`config.mk`:
```
export PLATFORM = sky130hd
export DESIGN_NAME = scan_path_top
export DESIGN_NICKNAME = d
export VERILOG_FILES = /design/src/rtl/sp_pkg.sv /design/src/rtl/sp_cell.sv /design/src/rtl/sp_core.sv /design/src/rtl/sp_ctrl.sv /design/src/rtl/scan_path_top.sv
export SDC_FILE = /design/constraint.sdc
export NUM_CORES = 1
export LEC_CHECK = 0
export CORE_MARGIN = 1
export CORE_UTILIZATION = 55
export DETAILED_ROUTE_END_ITERATION = 8
export DONT_BUFFER_PORTS = 1
export GPL_TIMING_DRIVEN = 0
export PLACE_DENSITY_LB_ADDON = 0.3
export SLEW_MARGIN = 5
export SYNTH_ARGS = -nofsm -noshare
export SYNTH_HDL_FRONTEND = slang
export SYNTH_SLANG_ARGS = --single-unit
export TNS_END_PERCENT = 20
```
`constraint.sdc`:
```
create_clock -name clk -period 1.5 [get_ports clk]
set_clock_uncertainty 0.05 [all_clocks]
set_input_delay 0.15 -clock clk [delete_from_list [all_inputs] [get_ports clk]]
set_output_delay 0.15 -clock clk [all_outputs]
set_load 0.05 [all_outputs]
```
`src/rtl/sp_pkg.sv`:
```
package sp_pkg;
  localparam int ST_W = 3;
  localparam int X_W  = 2;
  localparam int Z_W  = 2;

  typedef enum logic [1:0] {
    CS_IDLE,
    CS_SHIFT,
    CS_SETTLE,
    CS_SAMPLE
  } ctl_state_t;

  // state bit 2 = Q1, bit 1 = Q2, bit 0 = Q3; x bit 1 = X1
  function automatic logic [ST_W-1:0] next_of(input logic [ST_W-1:0] q,
                                                input logic [X_W-1:0] x);
    logic [ST_W-1:0] r;
    if (q == 3'b101) begin
      case (x)
        2'b00:   r = 3'b010;
        2'b01:   r = 3'b110;
        2'b11:   r = 3'b011;
        default: r = 3'b111;
      endcase
    end else begin
      r = {q[1] ^ x[1], q[0] ^ x[0], q[2] ^ x[1] ^ x[0]};
    end
    return r;
  endfunction

  function automatic logic [Z_W-1:0] out_of(input logic [ST_W-1:0] q,
                                             input logic [X_W-1:0] x);
    logic [Z_W-1:0] r;
    if (q == 3'b101) begin
      case (x)
        2'b00:   r = 2'b10;
        2'b01:   r = 2'b11;
        2'b11:   r = 2'b00;
        default: r = 2'b01;
      endcase
    end else begin
      r = {q[2] ^ x[0], q[1] | x[1]};
    end
    return r;
  endfunction
endpackage

```
`src/rtl/sp_cell.sv`:
```
module sp_cell (
  input  logic clk,
  input  logic rst,
  input  logic shift_en,
  input  logic cap_en,
  input  logic si,
  input  logic d,
  output logic q
);
  always_ff @(posedge clk) begin
    if (rst)           q <= 1'b0;
    else if (shift_en) q <= si;
    else if (cap_en)   q <= d;
  end
endmodule

```
`src/rtl/sp_core.sv`:
```
module sp_core
  import sp_pkg::*;
#(
  parameter int SW = ST_W,
  parameter int XW = X_W,
  parameter int ZW = Z_W
) (
  input  logic          clk,
  input  logic          rst,
  input  logic          shift_en,
  input  logic          cap_en,
  input  logic          sdi,
  input  logic [XW-1:0] x,
  output logic          sdo,
  output logic [ZW-1:0] z,
  output logic [SW-1:0] st
);
  logic [SW-1:0] nxt;
  logic [SW-1:0] ser_in;
  logic [ZW-1:0] z_q;

  assign nxt = next_of(st, x);

  genvar i;
  generate
    for (i = 0; i < SW; i++) begin : g_cell
      if (i == SW - 1) begin : g_head
        assign ser_in[i] = sdi;
      end else begin : g_link
        assign ser_in[i] = st[i+1];
      end
      sp_cell u_cell (
        .clk      (clk),
        .rst      (rst),
        .shift_en (shift_en),
        .cap_en   (cap_en),
        .si       (ser_in[i]),
        .d        (nxt[i]),
        .q        (st[i])
      );
    end
  endgenerate

  always_ff @(posedge clk) begin
    if (rst) z_q <= '0;
    else     z_q <= out_of(st, x);
  end

  assign z   = z_q;
  assign sdo = st[0];
endmodule

```
`src/rtl/sp_ctrl.sv`:
```
module sp_ctrl
  import sp_pkg::*;
#(
  parameter int SW = ST_W,
  parameter int XW = X_W,
  parameter int ZW = Z_W
) (
  input  logic          clk,
  input  logic          rst,
  input  logic          start,
  input  logic          flush,
  input  logic [SW-1:0] vec_st,
  input  logic [XW-1:0] vec_x,
  input  logic          sdo,
  input  logic [ZW-1:0] z_in,
  output logic          shift_en,
  output logic          cap_en,
  output logic          sdi,
  output logic [XW-1:0] x_out,
  output logic          busy,
  output logic          res_valid,
  output logic [ZW-1:0] res_z,
  output logic          scan_valid,
  output logic [SW-1:0] scan_st
);
  localparam int CW = (SW > 1) ? $clog2(SW) : 1;
  localparam logic [CW-1:0] LAST = CW'(SW - 1);

  ctl_state_t    cs;
  logic [CW-1:0] cnt;
  logic [SW-1:0] lat_st;
  logic [XW-1:0] lat_x;
  logic          lat_fl;
  logic          pend;
  logic [SW-1:0] grab;
  logic [SW-1:0] grab_nx;

  always_comb begin
    grab_nx      = grab;
    grab_nx[cnt] = sdo;
  end

  assign shift_en = (cs == CS_SHIFT);
  assign cap_en   = (cs == CS_SAMPLE);
  assign sdi      = lat_fl ? 1'b0 : lat_st[cnt];
  assign x_out    = lat_x;

  always_ff @(posedge clk) begin
    if (rst) begin
      cs         <= CS_IDLE;
      cnt        <= '0;
      lat_st     <= '0;
      lat_x      <= '0;
      lat_fl     <= 1'b0;
      pend       <= 1'b0;
      grab       <= '0;
      busy       <= 1'b0;
      res_valid  <= 1'b0;
      res_z      <= '0;
      scan_valid <= 1'b0;
      scan_st    <= '0;
    end else begin
      res_valid  <= 1'b0;
      scan_valid <= 1'b0;
      case (cs)
        CS_IDLE: begin
          if (start) begin
            lat_st <= vec_st;
            lat_x  <= vec_x;
            lat_fl <= flush;
            cnt    <= '0;
            busy   <= 1'b1;
            cs     <= CS_SHIFT;
          end
        end
        CS_SHIFT: begin
          grab <= grab_nx;
          cnt  <= cnt + 1'b1;
          if (cnt == LAST) begin
            if (pend) begin
              scan_valid <= 1'b1;
              scan_st    <= grab_nx;
            end
            pend <= 1'b0;
            if (lat_fl) begin
              busy <= 1'b0;
              cs   <= CS_IDLE;
            end else begin
              cs <= CS_SETTLE;
            end
          end
        end
        CS_SETTLE: cs <= CS_SAMPLE;
        default: begin
          res_z     <= z_in;
          res_valid <= 1'b1;
          pend      <= 1'b1;
          busy      <= 1'b0;
          cs        <= CS_IDLE;
        end
      endcase
    end
  end
endmodule

```
`src/rtl/scan_path_top.sv`:
```
module scan_path_top
  import sp_pkg::*;
#(
  parameter int SW = ST_W,
  parameter int XW = X_W,
  parameter int ZW = Z_W
) (
  input  logic          clk,
  input  logic          rst,
  input  logic          ext_shift,
  input  logic          ext_cap,
  input  logic          ext_sdi,
  input  logic [XW-1:0] ext_x,
  output logic          sdo,
  output logic [ZW-1:0] z_out,
  input  logic          start,
  input  logic          flush,
  input  logic [SW-1:0] vec_st,
  input  logic [XW-1:0] vec_x,
  output logic          busy,
  output logic          res_valid,
  output logic [ZW-1:0] res_z,
  output logic          scan_valid,
  output logic [SW-1:0] scan_st
);
  logic          c_shift, c_cap, c_sdi;
  logic [XW-1:0] c_x;
  logic          core_shift, core_cap, core_sdi;
  logic [XW-1:0] core_x;
  logic [SW-1:0] core_st;

  assign core_shift = busy ? c_shift : ext_shift;
  assign core_cap   = busy ? c_cap   : ext_cap;
  assign core_sdi   = busy ? c_sdi   : ext_sdi;
  assign core_x     = busy ? c_x     : ext_x;

  sp_core #(.SW(SW), .XW(XW), .ZW(ZW)) u_core (
    .clk      (clk),
    .rst      (rst),
    .shift_en (core_shift),
    .cap_en   (core_cap),
    .sdi      (core_sdi),
    .x        (core_x),
    .sdo      (sdo),
    .z        (z_out),
    .st       (core_st)
  );

  sp_ctrl #(.SW(SW), .XW(XW), .ZW(ZW)) u_ctrl (
    .clk        (clk),
    .rst        (rst),
    .start      (start),
    .flush      (flush),
    .vec_st     (vec_st),
    .vec_x      (vec_x),
    .sdo        (sdo),
    .z_in       (z_out),
    .shift_en   (c_shift),
    .cap_en     (c_cap),
    .sdi        (c_sdi),
    .x_out      (c_x),
    .busy       (busy),
    .res_valid  (res_valid),
    .res_z      (res_z),
    .scan_valid (scan_valid),
    .scan_st    (scan_st)
  );
endmodule

```
# [Word level (Yosys, flattened, before mapping)]
# Index checks and enable logic that the tools add are counted.
[op_classes] addsub=1 order_cmp=2 n_eq_ne=10 muxes=34 bitwise=10 reduce_logical=14
[op_table] operator="$mux 1" n=18
[op_table] operator="$mux 2" n=6
[op_table] operator="$pmux 2 s3" n=2
[op_table] operator="$pmux 3 s3" n=1
[op_table] operator="$eq 2x2->1 const B" n=4
[op_table] operator="$reduce_and 2->1" n=4
[op_table] operator="$reduce_or 3->1" n=2
[op_table] operator="$xor 1x1->1" n=5
[op_table] operator="$eq 2x1->1 const B" n=2
[op_table] operator="$logic_not 2->1" n=2
[op_table] operator="$ne 2x1->1 const B" n=2
[op_table] operator="$not 1->1" n=4
[op_table] operator="$pmux 2 s2" n=1
[op_table] operator="$reduce_and 4->1" n=1
[op_table] operator="$reduce_bool 2->1" n=2
[op_table] operator="$bwmux 3" n=1
[op_table] operator="$eq 3x3->1 const B" n=1
[op_table] operator="$lt 2x3->1 const B" n=1
[op_table] operator="$mux 3" n=1
[op_table] operator="$pmux 1 s3" n=1
[op_table] operator="$reduce_and 3->1" n=1
[op_table] operator="$add 2x1->2 const B" n=1
[op_table] operator="$bmux 1 s2" n=1
[op_table] operator="$demux 1 s2" n=1
[op_table] operator="6 further kinds" n=6
[word_totals] regBits=27 inputBits=14 out_inout_bits=11 elab_cells=87

# [Logic depth before layout (Yosys ltp)]
# Gate-level depths: netlist of run 1.
[depth] depth_word=6 mapped_depth=6 mapped_depth_nobuf=6

# [By module]
# Synthesis of run 1 repeated with hierarchy kept, for this count alone.
[hier_totals] cells_unflattened=146 hier_area_um2=1363.8
[modules_own_cells] module="sp_ctrl" n_inst=1 cells_each=100 area_per_inst_um2=920.9
[modules_own_cells] module="sp_core" n_inst=1 cells_each=26 area_per_inst_um2=229.0
[modules_own_cells] module="sp_cell" n_inst=3 cells_each=5 area_per_inst_um2=52.6
[modules_own_cells] module="scan_path_top" n_inst=1 cells_each=5 area_per_inst_um2=56.3

# [Worst setup path after synthesis of run 1]
# Ideal clock, no wire load.
[synth_path] kind="flip-flop to flip-flop" start="register u_ctrl.busy" end="register u_core.g_cell[2].u_cell.q" setup_ps=116 arrival_ps=1816 required_time_ps=1334 slack_ps=-481 path_stages_with_launch=7 n_path_buf=1 path_cell_list="dfxtp_1 > buf_6 > mux2i_1 > ha_1 > nor3_1 > o22ai_1 > and3_1"
[synth_via] elab_chain_len=6 elab_cells_between_ends=13 cone_classes="eq/ne (2); mux (8); bitwise (1); reduce/logical (2)"
[synth_lines] element="start, declared" line_no="sp_ctrl.sv:20" rtl="output logic busy,"
[synth_lines] element="start signal, assigned" line_no="sp_ctrl.sv:57" rtl="busy <= 1'b0;"
[synth_lines] element="start signal, assigned" line_no="sp_ctrl.sv:72" rtl="busy <= 1'b1;"
[synth_lines] element="start signal, assigned" line_no="sp_ctrl.sv:86" rtl="busy <= 1'b0;"
[synth_lines] element="$mux 2" line_no="scan_path_top.sv:35" rtl="assign core_x = busy ? c_x : ext_x;"
[synth_lines] element="$eq 2x2->1, or another cell as far along" line_no="sp_pkg.sv:18" rtl="case (x)"
[synth_lines] element="$pmux 3 s3" line_no="sp_pkg.sv:18"
[synth_lines] element="$mux 3" line_no="sp_pkg.sv:17" rtl="if (q == 3'b101) begin"
[synth_lines] element="$mux 1" line_no="sp_cell.sv:13" rtl="else if (cap_en) q <= d;"
[synth_lines] element="$mux 1" line_no="sp_cell.sv:12" rtl="else if (shift_en) q <= si;"
[synth_lines] element="end signal, assigned" line_no="sp_cell.sv:12"
[synth_lines] element="end, declared" line_no="sp_cell.sv:8" rtl="output logic q"
# Parallel ways exist; a longest one is shown, timed or not. The select of a mux whose other input is x is not followed.
# A chain may end at the register's enable or synchronous reset.

# [Worst setup path in the final report of run 1]
[layout_path] start="register u_ctrl.busy" end="register u_core.g_cell[1].u_cell.q"
[layout_via] elab_chain_len=5 elab_cells_between_ends=8 cone_classes="mux (6); bitwise (1); reduce/logical (1)"
[layout_lines] element="$mux 2" line_no="scan_path_top.sv:35"
[layout_lines] element="$xor 1x1->1" line_no="sp_pkg.sv:25" rtl="r = {q[1] ^ x[1], q[0] ^ x[0], q[2] ^ x[1] ^ x[0]};"
[layout_lines] element="$mux 3" line_no="sp_pkg.sv:17"
[layout_lines] element="$mux 1" line_no="sp_cell.sv:13"
[layout_lines] element="$mux 1" line_no="sp_cell.sv:12"
[layout_lines] element="end signal, assigned" line_no="sp_cell.sv:12"
[layout_lines] element="end, declared" line_no="sp_cell.sv:8"
# Parallel ways exist; a longest one is shown, timed or not. The select of a mux whose other input is x is not followed.

==> results of run 1 <==
sequential cells by signal, summed over array words and instances (netlist names):
signal and cells:
u_ctrl.grab 2, u_ctrl.lat_fl 1, u_ctrl.cnt 2, u_core.g_cell.u_cell.q 3
u_ctrl.res_z 2, u_ctrl.x_out 2, u_ctrl.pend 1, u_ctrl.cs 2
u_ctrl.busy 1, u_ctrl.lat_st 3, u_ctrl.scan_valid 1, u_ctrl.scan_st 3
u_ctrl.res_valid 1, u_core.z 2
timing repair:
action                     CTS  global route
hold endpoints to repair    13             1
gates resized for setup     16            18
setup endpoints to repair   13            11
setup buffers                7             2
pin swaps                    3             3
hold buffers                 8             1
final timing paths:
kind,end,slack (ns),cells after the start
setup / recovery,u_core.g_cell[1].u_cell.q,-0.20,6
setup reg to reg,u_core.g_cell[1].u_cell.q,-0.20,6
hold / removal,u_ctrl.busy,0.05,3
hold reg to reg,u_ctrl.grab[0],0.41,2
placed cells by master, fill, tap and decap left out, drive strengths merged, types with 3 or more instances in the layout:
master,n
nand2,16
a211oi,5
mux2i,14
a21oi,8
clkbuf,7
dlygate4sd3,9
ha,4
nand3,5
nor2,20
dfxtp,26
buf,14
inv,8
nor3,5
nor2b,3
tightest hold or removal path: cells and delay by family:
kind	cells	cell delay [ns]
simple gates	1	0.10
compound gates	2	0.17
metal layers:
metal,vias to the layer above,GRT usage [%],share of wire [%]
met4,0,10.6,2.0
li1,562,-,-
met3,8,6.97,5.6
met5,-,0,0
met1,542,31.2,43
met2,48,44.0,49
power breakdown:
part / switching, W / internal (W)
Sequential: 0.0000944 / 0.000734
Clock: 0.000215 / 0.000104
Combinational: 0.000208 / 0.000223
Total: 0.000517 / 0.00106
cell families (layout without fill, tap and decap cells):
group	after synthesis	in the layout	synth area share, %
AND/OR/NAND/NOR	60	60	22.2
adder cells (fa/ha/maj)	4	4	3.86
flip-flops	26	26	40.2
buffers and inverters	16	38	5.79
AO/OA/AOI/OAI	27	27	14.7
multiplexers	15	15	12.0
XOR/XNOR	2	2	1.35
final cells by class:
type | count | area share (%)
tap | 28 | 2.10
inverter | 8 | 1.80
buffer | 8 | 3.31
clock buffer | 4 | 1.58
sequential | 26 | 31.7
multi-input combinational | 108 | 49.4
timing repair buffer | 18 | 10.1
cell usage after synthesis (2+ instances only):
master / instances / area [um2]
nor3_1: 5 / 25.0
buf_2: 2 / 10.0
and2_1: 2 / 12.5
a22oi_1: 2 / 15.0
mux2i_1: 14 / 140
nand2_1: 16 / 60.1
nand3_1: 5 / 25.0
a211oi_1: 4 / 30.0
o21ai_0: 2 / 10.0
clkbuf_1: 3 / 11.3
inv_1: 8 / 30.0
xnor2_1: 2 / 17.5
dfxtp_1: 26 / 521
nor2_1: 20 / 75.1
and3_1: 2 / 12.5
ha_1: 4 / 50.1
nor2b_1: 3 / 18.8
a21oi_1: 8 / 40.0
per-stage QoR:
step | util [%] | instance area, um2 | setup WS, ns | hold WS (ns) | std cells
CTS | 70.8 | 1570 | -0.206 | 0.0121 | 197
global placement | 60.9 | 1350 | -0.238 | 0.174 | 178
finish | 75.3 | 1670 | -0.202 | 0.0488 | 200
floorplan | - | 1310 | -0.150 | 0.173 | 150
global route | 75.3 | 1670 | -0.268 | 0.0478 | 200
detailed placement | 60.9 | 1350 | -0.315 | 0.175 | 178
==> impl_metrics.ini, run 1 <==
[cts]
clock_latency_ns = 0.33
cts-root-buf = clkbuf_4
cts_tree = yes
clockBufferDepth = 2
cts_buffers = 3
htreeDepth = 1
path_clk_slew_ns = 0.15
cts_sinks = 26

[global_route]
grt_pass1_vias = 1085
grt_max_degree = 15
grt_usage_pct = 26.1
grt_pass1_wl_mm = 4.91
antenna_found_initial = 0
grt-ovfl-total = 0

[power]
peakVddDrop_mv = 0.558
finalPower_w = 0.00158
p_per_area_nw_per_um2 = 948
p_leak_nw = 0.634

[sta]
setup_viol = 4
slew_headroom_pct = 65.1
worst_pin_slew_ns = 0.522
fin_crit_sh_pct = 113
timing.final.ws_setup_ns = -0.202
min_period_ns = 1.70
finalHoldViolations = 0
drv_slew = 0
rsz0062_at_grt = yes
tns_ns = -0.683
fmax_ghz = 0.588

[logic_synthesis]
avgSynthCellArea_um2 = 8.64
ys_types = 40
synthCells = 150
ys_ff_latch = 26
synth_top_flop_cell = dfxtp_1
yosysSeqAreaShare_pct = 40.2
synth_edf_count = 0
syn-num-nets = 168
synthArstFlopShare_pct = 0
syn_area_um2 = 1300
ys_warn_count = 0

[routing]
first_pass_iters = 4
post_drt_wl_per_cell_um = 15.4
drc = 0
vias = 1160
viasPerCell = 5.80
ant_nets = 0
drt_iter0_markers = 31
routed_wl_mm = 3.07

[final_layout]
multi_input_area_um2 = 822
fillers = 161
fin_nets = 191
antenna_cells = 0
drive_gt1_share_pct = 24.4
area_growth_pct = 28.5
ff_latch_area_um2 = 528

[die]
start_util_pct = 58.6
die-width_um = 50.5
dieArea_um2 = 2550
io-pin-count = 25
std_cell_rows = 17
coreArea_um2 = 2210
fp.dieH_um = 50.5

[setup_path]
path_max_fanout = 8
path_class = register to register
slowest_stage = dfxtp_4
startpoint = u_ctrl.busy
crit_arrival_ns = 1.92
required_ns = 1.72
max_stage_delay_ns = 0.49
path_cells = buf_8, buf_8, and3b_2, o31ai_1, a311o_1, a211oi_2
startpoint_type = register
r2r-start = u_ctrl.busy
worstSetupEndpointType = register
critPathMostFrequentCell = buf_8
crit_family = compound AO/OA/AOI/OAI gates
path_buf_inv = 2

[run_status]
status = finished with violations
violations = setup timing

[placed_design]
numPortBuffers = 0
dp_hpwl_mm = 1.96
gp_congestion = 0.815

[worst_hold_path]
hp-class = primary input to register
min-delay-start = start

[job]
drv_cap = 0
No activity file was read; power rests on OpenSTA's default activity.
==> run 2: changes to the inputs <==
--- a/config.mk
+++ b/config.mk
@@ -11,6 +11,7 @@
 export DONT_BUFFER_PORTS = 1
 export GPL_TIMING_DRIVEN = 0
 export PLACE_DENSITY_LB_ADDON = 0.3
+export SETUP_SLACK_MARGIN = 0.02
 export SLEW_MARGIN = 5
 export SYNTH_ARGS = -nofsm -noshare
 export SYNTH_HDL_FRONTEND = slang
==> impl_metrics.ini, run 2 (same netlist as run 1, synthesis figures left out) <==
[run_status]
status = finished with violations
violations = setup timing

[sta]
fmax_ghz = 0.585
timing.final.ws_setup_ns = -0.209
min_period_ns = 1.71
drv_slew = 0
worst_pin_slew_ns = 0.518
slew_headroom_pct = 65.5
finalHoldViolations = 0
setup_viol = 4
rsz0062_at_grt = yes
fin_crit_sh_pct = 114

[routing]
drc = 0
viasPerCell = 5.76
routed_wl_mm = 3.17
wl_met1_mm = 1.37
top_layer_used = met4
vias = 1152
routed-wl-met3_um = 175
drt_iter0_markers = 30
first_pass_iters = 4
wl_met2_mm = 1.53
post_drt_wl_per_cell_um = 15.9
ant_nets = 0

[global_route]
grt_pass1_vias = 1085
grt_usage_pct = 26.1
antenna_found_initial = 0
grt_pass1_wl_mm = 4.91
grt-ovfl-total = 0
grt_max_degree = 15

[setup_path]
path_cells = buf_8, buf_8, and3b_2, o31ai_1, a311o_1, a211oi_2
path_max_fanout = 8
path_class = register to register
worstSetupEndpointType = register
crit_arrival_ns = 1.93
startpoint_type = register
required_ns = 1.72
max_stage_delay_ns = 0.49
path_buf_inv = 2
critPathMostFrequentCell = buf_8
slowest_stage = dfxtp_4
crit_family = compound AO/OA/AOI/OAI gates

[cts]
cts_sinks = 26
htreeDepth = 1
clockBufferDepth = 2
clock_latency_ns = 0.33
cts-root-buf = clkbuf_4
cts_tree = yes
path_clk_slew_ns = 0.15
cts_buffers = 3

[placed_design]
dp_hpwl_mm = 1.96
numPortBuffers = 0
placedInstanceArea_um2 = 1350
dp.cells = 178
gp_congestion = 0.815
place_ws_ns = -0.315

[final_layout]
fin_nets = 191
fin_cells = 200
antenna_cells = 0
mostFrequentLayoutCells = 22 x dfxtp_1, 19 x nor2_1, 15 x nand2_1
largest_registers = u_core.g_cell.u_cell.q: 3 flops, u_ctrl.lat_st: 3 flops, u_ctrl.scan_st: 3 flops
area_growth_pct = 29.1
drive_gt1_share_pct = 25.0
final_area_um2 = 1670
final_common_cell = dfxtp_1

[die]
std_cell_rows = 17
fp.dieH_um = 50.5
coreArea_um2 = 2210
dieArea_um2 = 2550
die-width_um = 50.5
start_util_pct = 58.6
io-pin-count = 25

[power]
p_leak_nw = 0.634
peakVddDrop_mv = 0.564
p_per_area_nw_per_um2 = 946

[job]
drv_cap = 0

[worst_hold_path]
hp-class = primary input to register
run 2: report_power, final:
| group | switching [W] | internal (W) |
|---|---|---|
| Clock | 0.000214 | 0.000104 |
| Sequential | 0.0000926 | 0.000734 |
| Combinational | 0.000213 | 0.000225 |
run 2: area by class of cell:
cell class | instances | area (um2)
tap | 28 | 35.0
inverter | 8 | 30.0
buffer | 8 | 57.6
clock buffer | 4 | 26.3
sequential | 26 | 528
multi-input combinational | 108 | 827
timing repair buffer | 18 | 169
fill | 160 | 539
run 2: what timing repair did:
action	CTS	global route
setup endpoints to repair	13	13
hold buffers	8	1
buffers inserted	7	2
endpoints found under the hold margin	13	1
pin swaps	3	3
gates resized for setup	16	21
run 2: worst reg2reg max path: stages, from the launching register on:
cell	delay, ns
dfxtp_4	0.49
buf_8	0.14
buf_8	0.11
and3b_2	0.22
o31ai_1	0.08
a311o_1	0.38
a211oi_2	0.17
run 2: worst paths after layout:
path | start | to | slack (ns) | depth (start not counted)
max | u_ctrl.busy | u_core.g_cell[1].u_cell.q | -0.21 | 6
min | ext_cap | u_core.g_cell[0].u_cell.q | 0.09 | 3
max reg2reg | u_ctrl.busy | u_core.g_cell[1].u_cell.q | -0.21 | 6
min reg2reg | u_ctrl.grab[1] | u_ctrl.grab[1] | 0.41 | 2
run 2: layer usage:
| metal | GRT usage [%] | up-vias |
|---|---|---|
| li1 | - | 561 |
| met1 | 31.2 | 529 |
| met2 | 44.0 | 51 |
| met3 | 6.97 | 11 |
| met4 | 10.6 | 0 |
| met5 | 0 | - |
run 2: stage by stage:
stage	TNS [ns]	util (%)	total power, W	hold slack, ns
after floorplan	-0.309	-	0.00106	0.173
after CTS	-0.612	70.8	0.00151	0.0121
final	-0.715	75.6	0.00158	0.0882
after detailed placement	-1.10	60.9	0.00112	0.175
after global placement	-0.856	60.9	0.00110	0.174
after global routing	-0.971	75.6	0.00165	0.113
